`config.mk`:
```
export PLATFORM = sky130hd
export DESIGN_NAME = ems_page_xlate
export DESIGN_NICKNAME = d
export VERILOG_FILES = /design/src/rtl/ems_pkg.sv /design/src/rtl/ems_map_file.sv /design/src/rtl/ems_window_decode.sv /design/src/rtl/ems_bank_geom.sv /design/src/rtl/ems_page_xlate.sv
export SDC_FILE = /design/constraint.sdc
export NUM_CORES = 1
export LEC_CHECK = 0
export CAP_MARGIN = 10
export CORE_ASPECT_RATIO = 1.75
export CORE_MARGIN = 2
export CORE_UTILIZATION = 40
export CTS_CLUSTER_SIZE = 30
export DETAILED_ROUTE_END_ITERATION = 10
export DONT_BUFFER_PORTS = 1
export HOLD_SLACK_MARGIN = 0.03
export MAX_ROUTING_LAYER = met4
export PLACE_DENSITY = 0.52
export SYNTH_ARGS = -nofsm -noshare
export SYNTH_HDL_FRONTEND = slang
export SYNTH_SLANG_ARGS = --single-unit
```
`constraint.sdc`:
```
create_clock -name clk -period 5.4 [get_ports clk]
set_clock_uncertainty 0.1 [all_clocks]
set_input_delay 1.08 -clock clk [delete_from_list [all_inputs] [get_ports clk]]
set_output_delay 1.08 -clock clk [all_outputs]
set_load 0.01 [all_outputs]
```
`src/rtl/ems_pkg.sv`:
```
package ems_pkg;
    localparam int PAGE_BITS      = 14;
    localparam int PAGE_FLD_W     = 5;
    localparam int MID_FLD_LSB    = 5;
    localparam int BANK_FLD_LSB   = 7;
    localparam int ENABLE_BIT     = 9;
    localparam int TOP_FLD_LSB    = 10;
    localparam int MID_DST_BIT    = 19;
    localparam int TOP_DST_BIT    = 21;
    localparam int SHIFT_NARROW   = 19;
    localparam int SHIFT_WIDE     = 21;
    localparam int SHIFT_BIG      = 23;
    localparam int REV_EXT        = 8;
    localparam int NUM_BANKS      = 4;
    localparam int WIN_FIRST_PAGE = 16;
    localparam int WIN_LOW_PAGES  = 24;
    localparam int WIN_GAP_PAGES  = 8;
    localparam int WIN_PAGES      = 32;
    localparam int HIGH_SHIFT_AMT = 32'h60000;

    typedef logic [4:0] shift_t;
endpackage

```
`src/rtl/ems_map_file.sv`:
```
module ems_map_file #(
    parameter int NREG = 64,
    parameter int MR_W = 12
) (
    input  logic                    clk,
    input  logic                    rst_n,
    input  logic                    we,
    input  logic [$clog2(NREG)-1:0] widx,
    input  logic [MR_W-1:0]         wdata,
    input  logic [$clog2(NREG)-1:0] ridx,
    output logic [MR_W-1:0]         rdata
);
    logic [MR_W-1:0] mr_q [NREG];

    always_ff @(posedge clk or negedge rst_n) begin
        if (!rst_n) begin
            for (int i = 0; i < NREG; i++) begin
                mr_q[i] <= '0;
            end
        end else if (we) begin
            mr_q[widx] <= wdata;
        end
    end

    assign rdata = mr_q[ridx];
endmodule

```
`src/rtl/ems_window_decode.sv`:
```
module ems_window_decode
    import ems_pkg::*;
#(
    parameter int CPU_AW = 24
) (
    input  logic [CPU_AW-1:0] cpu_addr,
    output logic              in_window,
    output logic [4:0]        page_idx
);
    localparam int PN_W     = 20 - PAGE_BITS;
    localparam int LOW_END  = WIN_FIRST_PAGE + WIN_LOW_PAGES;
    localparam int HIGH_BEG = LOW_END + WIN_GAP_PAGES;
    localparam int HIGH_END = HIGH_BEG + (WIN_PAGES - WIN_LOW_PAGES);

    logic [PN_W-1:0] pn;
    logic            below_1m;

    assign pn       = cpu_addr[19:PAGE_BITS];
    assign below_1m = (cpu_addr[CPU_AW-1:20] == '0);

    always_comb begin
        in_window = 1'b0;
        page_idx  = '0;
        if (below_1m) begin
            if (int'(pn) >= WIN_FIRST_PAGE && int'(pn) < LOW_END) begin
                in_window = 1'b1;
                page_idx  = 5'(int'(pn) - WIN_FIRST_PAGE);
            end else if (int'(pn) >= HIGH_BEG && int'(pn) < HIGH_END) begin
                in_window = 1'b1;
                page_idx  = 5'(int'(pn) - WIN_FIRST_PAGE - WIN_GAP_PAGES);
            end
        end
    end
endmodule

```
`src/rtl/ems_bank_geom.sv`:
```
module ems_bank_geom
    import ems_pkg::*;
#(
    parameter int PA_W = 25
) (
    input  logic            cfg_wide_bank,
    input  logic            cfg_big_bank,
    input  logic            cfg_split_bank,
    input  logic [3:0]      chip_rev,
    output logic [PA_W-1:0] bank_base [NUM_BANKS],
    output logic [NUM_BANKS-1:0] bank_mid,
    output logic [NUM_BANKS-1:0] bank_top
);
    shift_t base_shift;
    shift_t alt_shift;
    logic   is_ext;
    logic   split_ok;

    assign is_ext   = (int'(chip_rev) == REV_EXT);
    assign split_ok = (chip_rev != 4'd0) && (int'(chip_rev) < REV_EXT) && cfg_split_bank;

    always_comb begin
        if (cfg_wide_bank)
            base_shift = shift_t'(SHIFT_WIDE);
        else if (is_ext && cfg_big_bank)
            base_shift = shift_t'(SHIFT_BIG);
        else
            base_shift = shift_t'(SHIFT_NARROW);

        if (split_ok)
            alt_shift = cfg_wide_bank ? shift_t'(SHIFT_NARROW) : shift_t'(SHIFT_WIDE);
        else
            alt_shift = base_shift;
    end

    for (genvar b = 0; b < NUM_BANKS; b++) begin : g_bank
        shift_t my_shift;
        assign my_shift = (b < 2) ? base_shift : alt_shift;
        assign bank_mid[b] = (int'(my_shift) >= SHIFT_WIDE);
        assign bank_top[b] = is_ext && (int'(my_shift) == SHIFT_BIG);
        if (b == 0) begin : g_zero
            assign bank_base[b] = '0;
        end else if (b < 3) begin : g_mult
            assign bank_base[b] = PA_W'(b) << base_shift;
        end else begin : g_last
            assign bank_base[b] = (PA_W'(2) << base_shift) + (PA_W'(1) << alt_shift);
        end
    end
endmodule

```
`src/rtl/ems_page_xlate.sv`:
```
module ems_page_xlate
    import ems_pkg::*;
#(
    parameter int CPU_AW   = 24,
    parameter int PA_W     = 25,
    parameter int MR_W     = 12,
    parameter int NREG     = 64,
    parameter int MEM_KB_W = 16
) (
    input  logic                    clk,
    input  logic                    rst_n,
    input  logic                    map_we,
    input  logic [$clog2(NREG)-1:0] map_idx,
    input  logic [MR_W-1:0]         map_wdata,
    input  logic                    cfg_ems_en,
    input  logic                    cfg_ctx,
    input  logic                    cfg_wide_bank,
    input  logic                    cfg_big_bank,
    input  logic                    cfg_split_bank,
    input  logic                    cfg_keep_high,
    input  logic [3:0]              chip_rev,
    input  logic [MEM_KB_W-1:0]     mem_kb,
    input  logic [CPU_AW-1:0]       cpu_addr,
    output logic [PA_W-1:0]         phys_addr,
    output logic                    ems_hit,
    output logic                    dram_hit,
    output logic                    out_of_range
);
    localparam int IDX_W = $clog2(NREG);
    localparam int CMP_W = (PA_W > MEM_KB_W + 10 ? PA_W : MEM_KB_W + 10) + 1;

    logic             in_window;
    logic [4:0]       page_idx;
    logic [IDX_W-1:0] rd_idx;
    logic [MR_W-1:0]  mr;
    logic [PA_W-1:0]  bank_base [NUM_BANKS];
    logic [NUM_BANKS-1:0] bank_mid;
    logic [NUM_BANKS-1:0] bank_top;

    logic [1:0]       bank;
    logic             mapped;
    logic [PA_W-1:0]  ems_pa;
    logic [PA_W-1:0]  fix_pa;
    logic [PA_W-1:0]  nxt_pa;
    logic             nxt_oor;
    logic             rom_low;
    logic             rom_high;
    logic             above_1m;

    ems_window_decode #(.CPU_AW(CPU_AW)) u_win (
        .cpu_addr  (cpu_addr),
        .in_window (in_window),
        .page_idx  (page_idx)
    );

    assign rd_idx = IDX_W'({cfg_ctx, page_idx});

    ems_map_file #(.NREG(NREG), .MR_W(MR_W)) u_regs (
        .clk   (clk),
        .rst_n (rst_n),
        .we    (map_we),
        .widx  (map_idx),
        .wdata (map_wdata),
        .ridx  (rd_idx),
        .rdata (mr)
    );

    ems_bank_geom #(.PA_W(PA_W)) u_geom (
        .cfg_wide_bank  (cfg_wide_bank),
        .cfg_big_bank   (cfg_big_bank),
        .cfg_split_bank (cfg_split_bank),
        .chip_rev       (chip_rev),
        .bank_base      (bank_base),
        .bank_mid       (bank_mid),
        .bank_top       (bank_top)
    );

    assign bank   = mr[BANK_FLD_LSB +: 2];
    assign mapped = in_window && cfg_ems_en && mr[ENABLE_BIT];

    always_comb begin
        ems_pa = PA_W'(cpu_addr[PAGE_BITS-1:0])
               | (PA_W'(mr[PAGE_FLD_W-1:0]) << PAGE_BITS);
        if (bank_mid[bank])
            ems_pa = ems_pa | (PA_W'(mr[MID_FLD_LSB +: 2]) << MID_DST_BIT);
        if (bank_top[bank])
            ems_pa = ems_pa | (PA_W'(mr[TOP_FLD_LSB +: 2]) << TOP_DST_BIT);
        ems_pa = ems_pa + bank_base[bank];
    end

    assign above_1m = (cpu_addr[CPU_AW-1:20] != '0);
    assign rom_low  = !above_1m && (cpu_addr[19:17] == 3'b111);
    assign rom_high = (&cpu_addr[CPU_AW-1:17]);

    always_comb begin
        if (rom_low)
            fix_pa = PA_W'(cpu_addr);
        else if (rom_high)
            fix_pa = PA_W'(cpu_addr[19:0]);
        else if (above_1m && !cfg_keep_high && (int'(mem_kb) >= 1024))
            fix_pa = PA_W'(cpu_addr) - PA_W'(HIGH_SHIFT_AMT);
        else
            fix_pa = PA_W'(cpu_addr);
    end

    assign nxt_pa  = mapped ? ems_pa : fix_pa;
    assign nxt_oor = (CMP_W'(nxt_pa) >= (CMP_W'(mem_kb) << 10));

    always_ff @(posedge clk or negedge rst_n) begin
        if (!rst_n) begin
            phys_addr    <= '0;
            ems_hit      <= 1'b0;
            dram_hit     <= 1'b0;
            out_of_range <= 1'b0;
        end else begin
            phys_addr    <= nxt_pa;
            ems_hit      <= mapped;
            dram_hit     <= !nxt_oor;
            out_of_range <= nxt_oor;
        end
    end
endmodule

```
# [Yosys cells after proc, flatten, opt, wreduce, memory -nomap -nowiden]
# Cells that the tools add are included.
[totals] ff_bits=796 latchBits=0 ramBits=0 mem_bits_ro=0 inputBits=71 out_inout_bits=28 memories=0
[op_classes] add_sub_neg=5 multipliers=0 n_div=0 order_cmp=14 eq_ne=4 shifts=3 muxes=29 n_bitwise=6 reduce_logical=20
[ops] op="bitwise mux 768 bit" n=1
[ops] op="2-to-1 mux 25 bit" n=8
[ops] op="binary-select mux 12 bit (select 6 bit)" n=1
[ops] op="demux 12 bit (select 6 bit)" n=1
[ops] op="adder 25 bit" n=2
[ops] op="binary-select mux 25 bit (select 2 bit)" n=1
[ops] op="<< shifter 1 x 5 -> 25 bit (first input constant)" n=2
[ops] op="2-to-1 mux 12 bit" n=3
[ops] op="greater-or-equal comparator 25 x 26 -> 1 bit" n=1
[ops] op="2-to-1 mux 5 bit" n=5
[ops] op="OR 25 x 23 -> 25 bit" n=1
[ops] op="<< shifter 2 x 5 -> 25 bit (first input constant)" n=1
[ops] op="subtractor 24 x 19 -> 25 bit (second input constant)" n=1
[ops] op="OR 19 x 21 -> 21 bit" n=1
[ops] op="OR 14 x 19 -> 19 bit" n=1
[ops] op="greater-or-equal comparator 16 x 11 -> 1 bit (second input constant)" n=1
[ops] op="greater-or-equal comparator 7 bit (second input constant)" n=2
[ops] op="inverter 6 -> 7 bit" n=2
[ops] op="logical AND 1 bit" n=13
[ops] op="less-than comparator 6 bit (second input constant)" n=2
[ops] op="== test 5 bit (second input constant)" n=2
[ops] op="greater-or-equal comparator 5 bit (second input constant)" n=2
[ops] op="subtractor 5 bit (second input constant)" n=2
[ops] op="nonzero test 4 bit" n=2
[ops] op="other kinds (15)" n=23

# [Depth between registers and ports, before layout]
# Gate-level depths: netlist (run 1).
[logic_depth] depth_word=18 depth_mapped=29

# [By module]
# Synthesis (run 1) repeated with hierarchy kept, for this count alone.
[unflattened] cells_unflattened=2728 hier_area_um2=39417.8
[modules_own_cells] module="ems_map_file" instances=1 cells_each=2233 area_per_inst_um2=35061.1 seq_area_each_um2=19218.4
[modules_own_cells] module="ems_page_xlate" instances=1 cells_each=364 area_per_inst_um2=3423.3 seq_area_each_um2=700.7
[modules_own_cells] module="ems_bank_geom" instances=1 cells_each=117 area_per_inst_um2=844.6 seq_area_each_um2=0.0
[modules_own_cells] module="ems_window_decode" instances=1 cells_each=14 area_per_inst_um2=88.8 seq_area_each_um2=0.0

# [Worst setup path before layout (run 1)]
# No wires, ideal clock.
[synth_timing] path_kind="input-to-reg" startpoint="input port cpu_addr[20]" endpoint="register dram_hit" setup_time_ps=118 t_arrival_ps=5529 setup_slack_ps=-347 cell_stages=27 cell_sequence="buf_4 > or4_1 > buf_2 > a211oi_4 > buf_4 > buf_2 > buf_2 > buf_2 > nand3_1 > nand3_1 > o311ai_0 > and3_1 > o21ai_0 > a21boi_1 > ha_1 > a21o_1 > a21o_1 > a21oi_1 > nor2b_1 > o21ai_0 > xor2_1 > and3_1 > ha_1 > nand4_1 > a21oi_1 > o21ai_0 > a21o_1"
[synth_via] elab_chain_cells=15
[synth_rtl] element="start: declaration" line_no="ems_page_xlate.sv:23" text="input logic [CPU_AW-1:0] cpu_addr,"
[synth_rtl] element="zero test 4 bit" line_no="ems_window_decode.sv:19" text="assign below_1m = (cpu_addr[CPU_AW-1:20] == '0);"
[synth_rtl] element="2-to-1 mux 5 bit" line_no="ems_window_decode.sv:24" text="if (below_1m) begin"
[synth_rtl] element="inverter 6 -> 7 bit (implied by the code)" line_no="ems_map_file.sv:25" text="assign rdata = mr_q[ridx];"
[synth_rtl] element="binary-select mux 12 bit (select 6 bit)" line_no="ems_map_file.sv:25"
[synth_rtl] element="2-to-1 mux 12 bit (implied by the code) (2 in series)" line_no="ems_map_file.sv:25"
[synth_rtl] element="binary-select mux 1 bit (select 2 bit) / OR 14 x 19 -> 19 bit (equally long branches)" line_no="ems_page_xlate.sv:84, ems_page_xlate.sv:83"
[synth_rtl] element="2-to-1 mux 1 bit (implied by the code) / OR 19 x 21 -> 21 bit (equally long branches)" line_no="ems_page_xlate.sv:84, ems_page_xlate.sv:85"
[synth_rtl] element="2-to-1 mux 25 bit" line_no="ems_page_xlate.sv:84" text="if (bank_mid[bank])"
[synth_rtl] element="OR 25 x 23 -> 25 bit" line_no="ems_page_xlate.sv:87" text="ems_pa = ems_pa | (PA_W'(mr[TOP_FLD_LSB +: 2]) << TOP_DST_BIT);"
[synth_rtl] element="2-to-1 mux 25 bit" line_no="ems_page_xlate.sv:86" text="if (bank_top[bank])"
[synth_rtl] element="adder 25 bit" line_no="ems_page_xlate.sv:88" text="ems_pa = ems_pa + bank_base[bank];"
[synth_rtl] element="2-to-1 mux 25 bit *" line_no="ems_page_xlate.sv:106" text="assign nxt_pa = mapped ? ems_pa : fix_pa;"
[synth_rtl] element="named net nxt_pa[24]" line_no="ems_page_xlate.sv:44" text="logic [PA_W-1:0] nxt_pa;"
[synth_rtl] element="greater-or-equal comparator 25 x 26 -> 1 bit *" line_no="ems_page_xlate.sv:107" text="assign nxt_oor = (CMP_W'(nxt_pa) >= (CMP_W'(mem_kb) << 10));"
[synth_rtl] element="zero test 1 bit *" line_no="ems_page_xlate.sv:118" text="dram_hit <= !nxt_oor;"
[synth_rtl] element="end signal: assignment" line_no="ems_page_xlate.sv:118"
[synth_rtl] element="end: declaration" line_no="ems_page_xlate.sv:26" text="output logic dram_hit,"
# Mark *: on every way through the listed nets, which the timed path passes. The rest lies on a longest branch. The select of a mux whose other input is x is not followed.
# A chain may end at the register's enable or synchronous reset.

# [Final worst setup path (run 1)]
# Ends and elaborated chain as after synthesis.

==> flow_summary.ini, run 1 <==
[global_route]
grt_antenna_before_repair = 1
grt_pass1_vias = 28800
grtUsageTotal = 0.284
grt_pass1_wl_um = 197000
grt_max_degree = 618
overflow = 0

[synth]
synth-main-ff-cell = dfrtp_1
yosysSeqAreaShare = 0.521
synth_edf_count = 0
synthTopCellsByArea = dfrtp_1, mux2_2, nand2_1
syn_inst = 3304
synth_common_cells = dfrtp_1, mux2_2, nand2_1
synth.avg_cell_area_um2 = 11.6
ys_ff_latch = 796
ys_types = 78
synth_top_area_cell = dfrtp_1
ys_async_sr_fraction = 1.00
synth.most_common_cell = dfrtp_1
yosysWarnings = 0
synth.top_cell.area_share = 0.521
synth_area_um2 = 38300

[worst_setup_path]
r2r_setup_slack_ns = 0.96
worstRegToRegCells = 21
arrival_ns = 5.76
cp.required_ns = 5.87
critPathCaptureType = register
cp-startpoint = cpu_addr[20]
timing.rr.end = dram_hit
start_kind = input pin
worstReg2RegStart = u_regs.mr_q[8]
crit_top_cell = buf_4
critPathSlowestCell = or4_4
max_stage_delay_ns = 0.63
critPathMaxFanout = 14
crit_chain = or4_4, a211oi_4, buf_12, buf_4, mux4_2, nand3_1, nand3_1, a211oi_2, buf_4, nor4_2, buf_4, ha_1, a21oi_2, nor2b_1, o21ai_1, xor2_1, and3_4, ha_4, nand4_1, a21oi_2, o21ai_2, a21o_1
critical_path_class = in -> reg

[final_layout]
stdcell_area_um2 = 44000
fin_cells = 4646
syn_to_final_growth_pct = 15.1
drive_gt1_frac = 0.376
nNetsFinal = 3474
fillCellCount = 8645

[timing]
fin_crit_ns = 5.29
drv_slew = 0
period_share = 0.980
hold_ws_ns = 0.189
tns_ns = 0
finalSetupViolations = 0
tightest_slew_ns = 1.25
finalHoldViolCount = 0
fmax_mhz = 189
maxSlewHeadroom = 0.167

[outcome]
status = finished, final reports clean

[floorplanning]
io_pins = 99
chipWidth_um = 238
dieArea_um2 = 98200
die_h_um = 413
start_util = 0.402
rows = 150
core-area_um2 = 95200

[power]
p_leak_nw = 20.2
power_density_nw_per_um2 = 325
peakVddDrop_v = 0.000192
total_power_mw = 14.3

[flow_run]
maxCapViolCount = 0

[placement]
hpwl_um = 89100
place_inst = 4501
io_buffers = 0
place_area_um2 = 41300
globalplace.congestion = 0.907

[drt]
first_iter_violations = 2062
first_pass_iters = 5
antenna_left = 0
drc = 0
wl_um = 135000
via_count = 27900
routedWlPerCell_um = 29.1
via_per_inst = 6.00

[clocking]
htreeDepth = 3
cts_made_buffers = 77
clock_path_buffers = 3
clkSinkCount = 796
path_clk_slew_ns = 0.06
clock_latency_ns = 0.68
root_buffer = clkbuf_16
cts_tree = yes

[min_path]
hold_path_class = in -> async
## repair_timing
action                     4_1_cts  5_1_grt
resized for setup                3       20
setup endpoints to repair        2        2
pin swaps                        1       22
hold endpoints to repair       178       93
buffers inserted                 1        7
hold buffers                     2        1
## logic make-up after synthesis
kind of cell / count (synthesis) / synth area share
mux: 828 / 0.247
fa+ha+maj: 25 / 0.00837
buf+inv: 352 / 0.0366
xor+xnor: 13 / 0.00298
compound gates: 447 / 0.0836
simple gates: 842 / 0.101
flops: 796 / 0.521
other cells: 1 / 0.0000980
## flip-flops by register name, summed over array words and instances, names as in the netlist
name / flops
u_regs.mr_q: 768
out_of_range: 1
phys_addr: 25
ems_hit: 1
dram_hit: 1
## worst max-delay path, delay by kind of cell
| family | cells | cell delay [ns] |
|---|---|---|
| AOI/OAI and AO/OA | 7 | 1.48 |
| xor gates and xnor gates | 1 | 0.22 |
| adders and majority gates | 2 | 0.47 |
| buffers and inverters | 4 | 0.71 |
| muxes | 1 | 0.28 |
| and+or+nand+nor | 7 | 1.47 |
## layer usage
metal  track usage  routed length [µm]
met1         0.296               48500
met2         0.496               70000
met3        0.0381                6280
met4         0.196               10600
met5             -                   0
## worst max-delay path by stage
stage | to | slack [ns] | depth (start not counted)
after CTS | out_of_range | 0.05 | 21
after detailed placement | out_of_range | -0.91 | 23
after global placement | out_of_range | -0.97 | 21
final | dram_hit | 0.11 | 22
after global routing | dram_hit | -0.003 | 24
after floorplan | dram_hit | 0.0008 | 24
## metrics by stage
stage / setup WS [ns] / util
2_1_floorplan: 0.000796 / -
3_3_place_gp: -0.966 / 0.434
3_5_place_dp: -0.913 / 0.434
4_1_cts: 0.0548 / 0.460
5_1_grt: -0.00258 / 0.463
6_report: 0.108 / 0.463
## cell usage in the layout (no fill, tap or decap), types with 19 or more instances in the layout
cell type  instances
dfrtp_1          796
mux2_2           777
nand2_1          335
buf_4            275
nand3_1          187
nor2_1            95
o21ai_0           83
nor3_1            79
clkbuf_16         79
a221oi_1          70
a21oi_1           53
mux2i_1           35
buf_12            33
and3_1            29
inv_1             28
a31oi_1           25
o2bb2ai_1         25
o311ai_0          23
clkbuf_1          23
a211oi_1          22
ha_1              21
or2_2             20
o211ai_1          19
## final cells by class
class / count / area, µm² / area share
Tap cell: 1216 / 1520 / 0.0346
Timing Repair Buffer: 316 / 2890 / 0.0656
Clock inverter: 14 / 154 / 0.00350
Multi-Input combinational cell: 2158 / 17200 / 0.390
Inverter: 29 / 109 / 0.00247
Sequential cell: 796 / 19900 / 0.452
Antenna cell: 2 / 5.00 / 0.000114
Clock buffer: 115 / 2240 / 0.0509
## where the power goes
part	switching, mW	total [mW]	leakage [nW]	internal [mW]
sequential	0.414	7.15	10.5	6.74
combinational	0.825	1.79	8.51	0.962
clock	2.38	5.38	1.17	3.00
Power figures use the tool's default switching activity.
==> run 2: changes to the inputs <==
--- a/config.mk
+++ b/config.mk
@@ -8,13 +8,13 @@
 export CAP_MARGIN = 10
 export CORE_ASPECT_RATIO = 1.75
 export CORE_MARGIN = 2
-export CORE_UTILIZATION = 40
+export CORE_UTILIZATION = 50
 export CTS_CLUSTER_SIZE = 30
 export DETAILED_ROUTE_END_ITERATION = 10
 export DONT_BUFFER_PORTS = 1
 export HOLD_SLACK_MARGIN = 0.03
 export MAX_ROUTING_LAYER = met4
-export PLACE_DENSITY = 0.52
+export PLACE_DENSITY = 0.63
 export SYNTH_ARGS = -nofsm -noshare
 export SYNTH_HDL_FRONTEND = slang
 export SYNTH_SLANG_ARGS = --single-unit
==> run 2 against run 1 <==
Against the previous run: the run now ends with max-slew violations left; clock power is 3% higher; non-clock buffer count fell by 40; clock-buffer cell count is 6 lower; wire length is 5.7% lower; power up 0.40%; worst setup slack better by 0.062 ns; die area down 20%; critical endpoint unchanged.
==> flow_summary.ini, run 2 (synthesis gave the netlist of run 1 again) <==
[outcome]
status = finished, violations left
violations = max-slew violations

[worst_setup_path]
cp.required_ns = 5.86
start_kind = input pin
arrival_ns = 5.69
crit_top_cell = a21o_1
cp-startpoint = cpu_addr[20]
timing.rr.end = dram_hit
critPathMaxFanout = 8
critPathSlowestCell = or4_4
worstRegToRegCells = 22
worstReg2RegStart = u_regs.mr_q[296]
max_stage_delay_ns = 0.61
critical_path_class = in -> reg
cp-endpoint = dram_hit
r2r_setup_slack_ns = 0.84
critPathCaptureType = register

[drt]
first_iter_violations = 2610
first_pass_iters = 6
via_count = 28200
routedWlPerCell_um = 28.9
via_per_inst = 6.39
wl_um = 128000
antenna_left = 0
drc = 0

[final_layout]
largest_reg_flops = 768
final_common_cell = dfrtp_1
utilization = 0.572
largest_register = u_regs.mr_q
stdcell_area_um2 = 43400
syn_to_final_growth_pct = 13.5
multi_input_area_um2 = 17200
drive_gt1_frac = 0.374
reg_top3 = u_regs.mr_q: 768 flops, phys_addr: 25 flops
final_cell_mix = dfrtp_1, mux2_2, nand2_1, buf_4, nand3_1
fillCellCount = 6298
nNetsFinal = 3432
final-seq-area_um2 = 19900

[global_route]
grtUsageTotal = 0.338
grt_pass1_vias = 29400
grt_max_degree = 686
grt_pass1_wl_um = 190000
grt_antenna_before_repair = 4
overflow = 0

[floorplanning]
rows = 134
io_pins = 99
dieArea_um2 = 78800
start_util = 0.504
die_h_um = 370
chipWidth_um = 213
core-area_um2 = 76000

[timing]
tns_ns = 0
finalSetupViolations = 0
grt_setup_unrepaired = yes
fmax_mhz = 191
fin_crit_ns = 5.23
period_share = 0.968
drv_slew = 397
maxSlewHeadroom = -0.668
tightest_slew_ns = 2.50
finalHoldViolCount = 0

[power]
pwr-share-comb = 0.116
switching_share = 0.246
seqPwrFrac = 0.498
p_leak_nw = 20.0
peakVddDrop_v = 0.000202
power.switching_mw = 3.54
internal_power_mw = 10.8
power_density_nw_per_um2 = 331
pwr-share-clk = 0.386

[placement]
hpwl_um = 82600
io_buffers = 0
globalplace.congestion = 0.976
place_area_um2 = 40600

[clocking]
root_buffer = clkbuf_16
htreeDepth = 3
clock_path_buffers = 3
path_clk_slew_ns = 0.07
cts_made_buffers = 75
clock_latency_ns = 0.67
clkSinkCount = 796
cts_tree = yes

[flow_run]
maxCapViolCount = 0

[min_path]
hold_path_class = in -> async
[run 2: layer usage]
layer	part of all wire	track usage	wire (µm)
met1	0.36	0.368	45900
met2	0.49	0.549	62500
met3	0.063	0.0647	8080
met4	0.088	0.247	11200
met5	0	-	0
[run 2: timing repair]
item	CTS	global route
pin swaps	0	13
hold buffers	1	0
setup buffers	0	4
hold endpoints to repair	112	0
setup endpoints to repair	1	2
gates cloned	0	1
gates resized for setup	2	33
[run 2: area by class of cell]
type,instances,share of cell area
well taps,1020,0.0294
clock buffers,109,0.0514
flip-flops and latches,796,0.459
inverters,29,0.00251
clock inverters,24,0.00654
diodes,5,0.000288
repair buffers,276,0.0542
multi-input cells,2158,0.397
[run 2: metrics by stage]
stage | hold WS, ns | instances | power, mW | setup WS, ns
final | 0.0910 | 4417 | 14.4 | 0.170
after global routing | 0.0679 | 4415 | 14.9 | -0.0299
after CTS | 0.0544 | 4405 | 14.4 | 0.0148
after detailed placement | 0.385 | 4271 | 8.86 | -0.688
after global placement | 0.379 | 4269 | 8.75 | -0.678
after floorplan | 0.370 | 3306 | 8.39 | 0.000796
[run 2: worst min-delay path by stage]
stage	slack (ns)	depth (start not counted)	endpoint
after CTS	0.05	0	u_regs.mr_q[177]
after global placement	0.38	1	u_regs.mr_q[63]
after detailed placement	0.38	1	u_regs.mr_q[454]
final	0.09	0	u_regs.mr_q[177]
after global routing	0.07	0	u_regs.mr_q[177]
after floorplan	0.37	1	u_regs.mr_q[272]
[run 2: critical path: cells and delay by family]
kind	cells	cell delay, ns
AOI/OAI and AO/OA	12	2.10
and+or+nand+nor	5	1.03
buffers and inverters	3	0.47
muxes	2	0.39
xor gates and xnor gates	1	0.31
adders and majority gates	2	0.29
[run 2: power groups by stage]
stage	registers, mW	clock network (mW)	logic [mW]
finish	7.16	5.56	1.67
global route	7.23	5.84	1.81
CTS	7.14	5.62	1.64
detailed placement	7.25	0	1.61
global placement	7.20	0	1.56
floorplan	7.11	0	1.28
==> run 3: changes to the inputs <==
--- a/config.mk
+++ b/config.mk
@@ -8,13 +8,14 @@
 export CAP_MARGIN = 10
 export CORE_ASPECT_RATIO = 1.75
 export CORE_MARGIN = 2
-export CORE_UTILIZATION = 50
+export CORE_UTILIZATION = 58
 export CTS_CLUSTER_SIZE = 30
 export DETAILED_ROUTE_END_ITERATION = 10
 export DONT_BUFFER_PORTS = 1
 export HOLD_SLACK_MARGIN = 0.03
 export MAX_ROUTING_LAYER = met4
-export PLACE_DENSITY = 0.63
+export PLACE_DENSITY = 0.72
+export REMOVE_ABC_BUFFERS = 1
 export SYNTH_ARGS = -nofsm -noshare
 export SYNTH_HDL_FRONTEND = slang
 export SYNTH_SLANG_ARGS = --single-unit
==> run 3 against run 2 <==
Against the previous run: the flow finishes with violations (negative setup slack); global-route usage rose by 5.3 points; utilization up 9.1 points; wire length is 0.34% higher; via count up 1.0%; non-clock buffer count rose by 7; sequential cell count unchanged; clock-buffer cell count rose by 3; sequential power about the same; critical path type unchanged; final area fell by 0.26%; cell count decreased by 3.2%; worst hold slack better by 0.063 ns; die area shrank 14%.
==> flow_summary.ini, run 3 (synthesis gave the netlist of run 1 again) <==
[timing]
fin_crit_ns = 5.47
hold_ws_ns = 0.154
finalHoldViolCount = 0
finalSetupViolations = 2
drv_slew = 0
setup_slack_ns = -0.0747
tightest_slew_ns = 1.29
period_share = 1.01
fmax_mhz = 183
grt_setup_unrepaired = yes
tns_ns = -0.105
maxSlewHeadroom = 0.140

[final_layout]
fin_cells = 4277
utilization = 0.663
final_cell_mix = dfrtp_1, mux2_2, nand2_1, buf_4, nand3_1
largest_register = u_regs.mr_q
nNetsFinal = 3438
syn_to_final_growth_pct = 13.2
largest_reg_flops = 768
drive_gt1_frac = 0.372
final_common_cell = dfrtp_1
reg_top3 = u_regs.mr_q: 768 flops, phys_addr: 25 flops

[global_route]
grtUsageTotal = 0.391
grt_pass1_wl_um = 189000
overflow = 0
grt_max_degree = 797
grt_antenna_before_repair = 1
grt_pass1_vias = 29300

[drt]
routedWlPerCell_um = 29.9
first_iter_violations = 2335
via_per_inst = 6.66
via_count = 28500
first_pass_iters = 6
wl_um = 128000
drc = 0
antenna_left = 0

[power]
peakVddDrop_v = 0.000265
power_density_nw_per_um2 = 333
p_leak_nw = 20.1

[floorplanning]
core-area_um2 = 65300
chipWidth_um = 198
dieArea_um2 = 68100
start_util = 0.586
die_h_um = 344
io_pins = 99
rows = 124

[clocking]
htreeDepth = 3
clkSinkCount = 796
root_buffer = clkbuf_16
path_clk_slew_ns = 0.06
cts_tree = yes
cts_made_buffers = 74
clock_path_buffers = 3
clock_latency_ns = 0.65

[worst_setup_path]
path_buf_inv = 2
critPathCaptureType = register
crit_chain = nor4bb_1, a211o_1, nand2_2, buf_12, buf_12, o22ai_1, o22ai_1, o31ai_1, nand3_1, a21oi_2, nor4_1, ha_1, a21o_1, a21oi_2, xor2_2, a21o_1, ha_4, nand4_1, a21oi_1, o21ai_1, a21o_1
start_kind = input pin
crit_top_cell = a21o_1
critPathMaxFanout = 221
cp.required_ns = 5.83
max_stage_delay_ns = 0.57
critical_path_class = in -> reg
critPathSlowestCell = nor4bb_1
cpLargestDelayFamily = compound AO/OA/AOI/OAI gates
arrival_ns = 5.91

[placement]
place_inst = 4138
hpwl_um = 83700
io_buffers = 0
globalplace.congestion = 0.963

[outcome]
violations = negative setup slack
status = finished, violations left

[min_path]
hold_path_class = in -> async

[flow_run]
maxCapViolCount = 0
-- run 3: timing repair --
action / 4_1_cts / 5_1_grt
resized for setup: 12 / 40
pin swaps: 1 / 15
setup endpoints to repair: 2 / 2
hold buffers: 0 / 1
gates cloned: 0 / 1
setup buffers: 0 / 5
endpoints found under the hold margin: 0 / 28
-- run 3: where the power goes --
part / leakage [nW] / internal [mW] / switching (mW)
registers: 10.5 / 6.74 / 0.432
clock network: 1.20 / 3.12 / 2.31
logic: 8.31 / 0.958 / 0.842
total: 20.1 / 10.8 / 3.58
-- run 3: final timing paths --
path / start / to / slack [ns] / depth (start not counted)
setup / recovery: cpu_addr[14] / dram_hit / -0.07 / 21
hold / removal: rst_n / u_regs.mr_q[518] / 0.15 / 1
setup reg to reg: u_regs.mr_q[356] / dram_hit / 0.92 / 19
hold reg to reg: u_regs.mr_q[544] / u_regs.mr_q[544] / 0.40 / 1
max in group asynchronous: rst_n / phys_addr[0] / 2.44 / 3
min in group clk: cpu_addr[8] / phys_addr[8] / 0.37 / 0
-- run 3: through the flow --
stage               setup slack, ns  power (mW)  cell area [µm²]
floorplan                     -5.61        8.28            37000
global placement             -0.850        8.77            40400
detailed placement           -0.839        8.89            40400
CTS                          0.0258        14.3            42900
global route                -0.0394        14.9            43300
finish                      -0.0747        14.4            43300
-- run 3: worst reg2reg max path: stages, from the launching register on --
cell and delay [ns]:
dfrtp_1 0.39, mux4_2 0.50, and3_2 0.29, o31ai_2 0.25
a2111oi_2 0.12, buf_4 0.17, o21ai_2 0.19, mux2i_2 0.28
a21boi_2 0.20, ha_1 0.26, a21o_1 0.18, a21o_1 0.19
a21oi_2 0.18, xor2_2 0.11, a21o_1 0.21, ha_4 0.28
nand4_1 0.10, a21oi_1 0.12, o21ai_1 0.09, a21o_1 0.19
-- run 3: layout make-up --
cell class,instances,area [µm²]
repair buffers,283,2520
clock inverters,15,235
diodes,2,5.00
well taps,882,1100
fillers,4889,22000
multi-input cells,2158,17200
inverters,29,109
clock buffers,112,2220
flip-flops and latches,796,19900
-- run 3: per-layer routing --
| layer | part of all wire | GRT usage |
|---|---|---|
| met5 | 0 | - |
| met4 | 0.084 | 0.273 |
| met3 | 0.066 | 0.0739 |
| met2 | 0.49 | 0.628 |
| met1 | 0.36 | 0.440 |
